## config.mk

```make
export PLATFORM = sky130hd
export DESIGN_NAME = parity_glyph_display
export DESIGN_NICKNAME = d
export VERILOG_FILES = /design/src/rtl/parity_glyph_pkg.sv /design/src/rtl/word_parity.sv /design/src/rtl/glyph_encoder.sv /design/src/rtl/display_out_stage.sv /design/src/rtl/parity_glyph_display.sv
export SDC_FILE = /design/constraint.sdc
export NUM_CORES = 1
export LEC_CHECK = 0
export CAP_MARGIN = 20
export CORE_AREA = 2 2 44 46
export CTS_BUF_LIST = sky130_fd_sc_hd__clkbuf_16
export CTS_CLUSTER_DIAMETER = 40
export DETAILED_ROUTE_END_ITERATION = 10
export DIE_AREA = 0 0 46 48
export PLACE_DENSITY = 0.72
export SLEW_MARGIN = 30
export SYNTH_ARGS = -nofsm -noshare
export SYNTH_HDL_FRONTEND = slang
export SYNTH_HIERARCHICAL = 1
export SYNTH_SLANG_ARGS = --single-unit
```

## constraint.sdc

```tcl
create_clock -name clk_i -period 1.3 [get_ports clk_i]
set_input_delay 0.26 -clock clk_i [delete_from_list [all_inputs] [get_ports clk_i]]
set_output_delay 0.26 -clock clk_i [all_outputs]
set_load 0.01 [all_outputs]
```

## src/rtl/parity_glyph_pkg.sv

```systemverilog
package parity_glyph_pkg;
  localparam int SEG_W = 8;

  // Active-low segment patterns, packed {A,B,C,D,E,F,G,DP}
  localparam logic [SEG_W-1:0] GLYPH_EVEN  = 8'b0110_0001;
  localparam logic [SEG_W-1:0] GLYPH_ODD   = 8'b0000_0011;
  localparam logic [SEG_W-1:0] GLYPH_BLANK = 8'b1111_1111;

  typedef enum logic {PAR_EVEN = 1'b0, PAR_ODD = 1'b1} parity_e;

  function automatic logic [SEG_W-1:0] glyph_for(input parity_e p);
    return (p == PAR_ODD) ? GLYPH_ODD : GLYPH_EVEN;
  endfunction

  function automatic logic [7:0] enable_for(input int digit);
    logic [7:0] v;
    v = '1;
    v[digit] = 1'b0;
    return v;
  endfunction
endpackage

```

## src/rtl/word_parity.sv

```systemverilog
module word_parity #(
  parameter int WORD_W = 8
) (
  input  logic [WORD_W-1:0] word_i,
  output logic              odd_o
);
  logic [WORD_W:0] acc;
  assign acc[0] = 1'b0;
  for (genvar i = 0; i < WORD_W; i++) begin : g_chain
    assign acc[i+1] = acc[i] ^ word_i[i];
  end
  assign odd_o = acc[WORD_W];
endmodule

```

## src/rtl/glyph_encoder.sv

```systemverilog
module glyph_encoder
  import parity_glyph_pkg::*;
#(
  parameter int DIGITS = 8,
  parameter int DIGIT  = 0
) (
  input  logic              odd_i,
  output logic [SEG_W-1:0]  seg_o,
  output logic [DIGITS-1:0] an_o
);
  parity_e par;
  assign par   = parity_e'(odd_i);
  assign seg_o = glyph_for(par);
  for (genvar d = 0; d < DIGITS; d++) begin : g_an
    assign an_o[d] = (d == DIGIT) ? 1'b0 : 1'b1;
  end
endmodule

```

## src/rtl/display_out_stage.sv

```systemverilog
module display_out_stage #(
  parameter int W          = 16,
  parameter bit REGISTERED = 1'b1
) (
  input  logic         clk_i,
  input  logic         rst_i,
  input  logic [W-1:0] d_i,
  output logic [W-1:0] q_o
);
  if (REGISTERED) begin : g_reg
    always_ff @(posedge clk_i) begin
      if (rst_i) q_o <= '1;
      else       q_o <= d_i;
    end
  end else begin : g_comb
    logic unused_ok;
    assign unused_ok = clk_i ^ rst_i;
    assign q_o = d_i;
  end
endmodule

```

## src/rtl/parity_glyph_display.sv

```systemverilog
module parity_glyph_display
  import parity_glyph_pkg::*;
#(
  parameter int WORD_W     = 8,
  parameter int DIGITS     = 8,
  parameter int DIGIT      = 0,
  parameter bit REGISTERED = 1'b1
) (
  input  logic              clk_i,
  input  logic              rst_i,
  input  logic [WORD_W-1:0] sw_i,
  output logic [DIGITS-1:0] an_o,
  output logic [SEG_W-1:0]  seg_o
);
  localparam int OUT_W = DIGITS + SEG_W;

  logic              word_odd;
  logic [SEG_W-1:0]  seg_next;
  logic [DIGITS-1:0] an_next;

  word_parity #(.WORD_W(WORD_W)) u_parity (
    .word_i(sw_i),
    .odd_o (word_odd)
  );

  glyph_encoder #(.DIGITS(DIGITS), .DIGIT(DIGIT)) u_enc (
    .odd_i(word_odd),
    .seg_o(seg_next),
    .an_o (an_next)
  );

  display_out_stage #(.W(OUT_W), .REGISTERED(REGISTERED)) u_out (
    .clk_i(clk_i),
    .rst_i(rst_i),
    .d_i  ({an_next, seg_next}),
    .q_o  ({an_o, seg_o})
  );
endmodule

```

==> impl_metrics.yaml <==
placed_design:
  port_buffers: 25
  pre_cts_ws_ps: -301
  placedCellCount: 95
  gp_congestion: 0.674
yosys:
  netlist_instances: 58
  synth.avg_cell_area_sq_um: 10.6
  yosysTopAreaCellShare: 0.519
  ys_seq_elements: 16
  async_reset_ff_frac: 0
  ys_seq_area_frac: 0.519
  synth-simple-area-share: 0.162
  synth_cell_types: 8
  synthXorXnorAreaFrac: 0.0994
  yosys-top-cells-area: "dfxtp_1, buf_4, or2_1"
  synth_edf_count: 0
  synth_compound_area_frac: 0
  synth.top_cells.by_count: "dfxtp_1, or2_1, buf_4"
  synth_ff_type: "dfxtp_1"
  ys_warn_count: 6
  yosysTopAreaCell: "dfxtp_1"
  synth.area.mux_share: 0
  synthAdderAreaFrac: 0
  syn_area_sq_um: 617
  synth_top_family_by_area: "buffers and inverters"
critical_path:
  critPathKind: "in2reg"
  crit_slowest_cell: "dlygate4sd2_1"
  cp-start-kind: "input pin"
  crit_path_max_incr_delay_ps: 240
  crit_top_cell: "xnor2_1"
  required_ps: 1430
  crit_start: "sw_i[2]"
  crit_path_cell_trace: "dlygate4sd2_1 -> xor2_1 -> xnor2_1 -> xnor2_1 -> inv_1 -> or2_1"
  endpoint_kind: "register"
  path_max_fanout: 2
  cp.arrival_ps: 1250
  critPathCapture: "u_out/q_o[5]"
clock_tree:
  cts_buffer_depth: 2
  clk_pin_slew_ps: 50
  cts_tree: "yes"
  htree_levels: 1
  cts.sinks: 16
  cts_buffers: 3
  cts-root-buf: "clkbuf_16"
floorplanning:
  rows: 15
  die_area_sq_um: 2210
  die_h_um: 48
  io_pins: 26
  design.core.area_sq_um: 1690
  die_w_um: 46
  initial_core_util: 0.365
route:
  ant_nets: 0
  first_pass_iters: 2
  viasPerCell: 3.52
  drt_iter0_drc: 1
  drc: 0
  post_drt_wl_per_cell_um: 6.70
  num_vias: 348
  drt-total-wl_um: 663
final_layout:
  area_delta_synth_final_pct: 41.6
  top_regs: "u_out/q_o: 16 flops"
  multiInputGateArea_sq_um: 210
  regMostFlops: "u_out/q_o"
  largest_reg_flops: 16
  final_cells: 99
  nFillCells: 163
  final_layout_size_suffix_gt1_frac: 0.0366
  nets: 93
  diodes: 0
  regArea_sq_um: 320
sta:
  max_freq_ghz: 0.895
  slew_violations: 0
  setup_viol: 0
  finalCritPeriodShare: 0.859
  min_period_ps: 1120
  hold_viol_final: 0
  rsz0062_at_grt: "false"
  worst_slack_ps: 183
hold_path:
  hold_class: "in2reg"
run_status:
  status: "complete, no violations"
global_route:
  grt_max_degree: 17
  overflow: 0
  antenna_found_initial: 0
  grt_pass1_vias: 303
  grt_usage: 0.0781
  grt_pass1_wl_um: 1080
flow_run:
  cap_violations: 0
pwr:
  leakage_nw: 0.411
  irDropWorstVdd_v: 0.000545
  powerDensity_nw_per_um2: 1480
## power breakdown
group	switching, mW	internal [mW]
Combinational	0.0756	0.100
Clock	0.171	0.406
Sequential	0.00735	0.535
Total	0.254	1.04
## layer usage
metal,GRT usage,up-vias,part of all wire
li1,-,190,-
met1,0.0568,138,0.35
met2,0.133,20,0.54
met3,0.0340,0,0.11
met4,0.103,0,0
met5,0,-,0
## repair_timing
item,in CTS,in global routing
gates resized for setup,19,5
pin swaps,5,6
buffers inserted,0,0
hold buffers,0,0
setup endpoints to repair,18,2
## cell families after synthesis
group                  Yosys count
other                            2
buffers and inverters           17
XOR/XNOR                         7
AND/OR/NAND/NOR                 16
flip-flops                      16
## placed cells by master, fill, tap and decap left out
master	count
clkinv_1	1
xnor2_1	6
or2_1	16
inv_1	1
xor2_1	1
clkbuf_16	3
clkdlybuf4s50_1	1
dlygate4sd2_1	19
dlymetal6s2s_1	5
dfxtp_1	16
conb_1	13
## metrics by stage
stage	hold WS, ps	power, mW	TNS [ps]	util	cell area (sq um)
floorplan	360	0.714	0	-	658
finish	596	1.30	0	0.517	873
CTS	698	1.32	0	0.510	861
detailed placement	993	0.770	-805	0.477	806
global route	651	1.35	0	0.517	873
global placement	995	0.767	-720	0.477	806
## worst min-delay path by stage
stage / cells after the start / from / to / slack, ps
final: 6 / sw_i[0] / u_out/q_o[6] / 600
after global routing: 5 / sw_i[3] / u_out/q_o[1] / 650
after CTS: 6 / sw_i[7] / u_out/q_o[6] / 700
after detailed placement: 1 / u_out/q_o[4] / seg_o[4] / 990
after global placement: 1 / u_out/q_o[14] / an_o[6] / 990
after floorplan: 1 / rst_i / u_out/q_o[1] / 360
## cell type report
class,instances,area share
clock buffers,3,0.0860
inverters,1,0.00430
clock inverters,1,0.00430
multi-input cells,36,0.241
repair buffers,25,0.274
well taps,17,0.0244
flip-flops and latches,16,0.367
## critical path: cells and delay by family
kind	cells	cell delay [ps]
xor+xnor	3	490
simple gates	1	200
buf+inv	2	300
No activity file was read; power rests on OpenSTA's default activity.
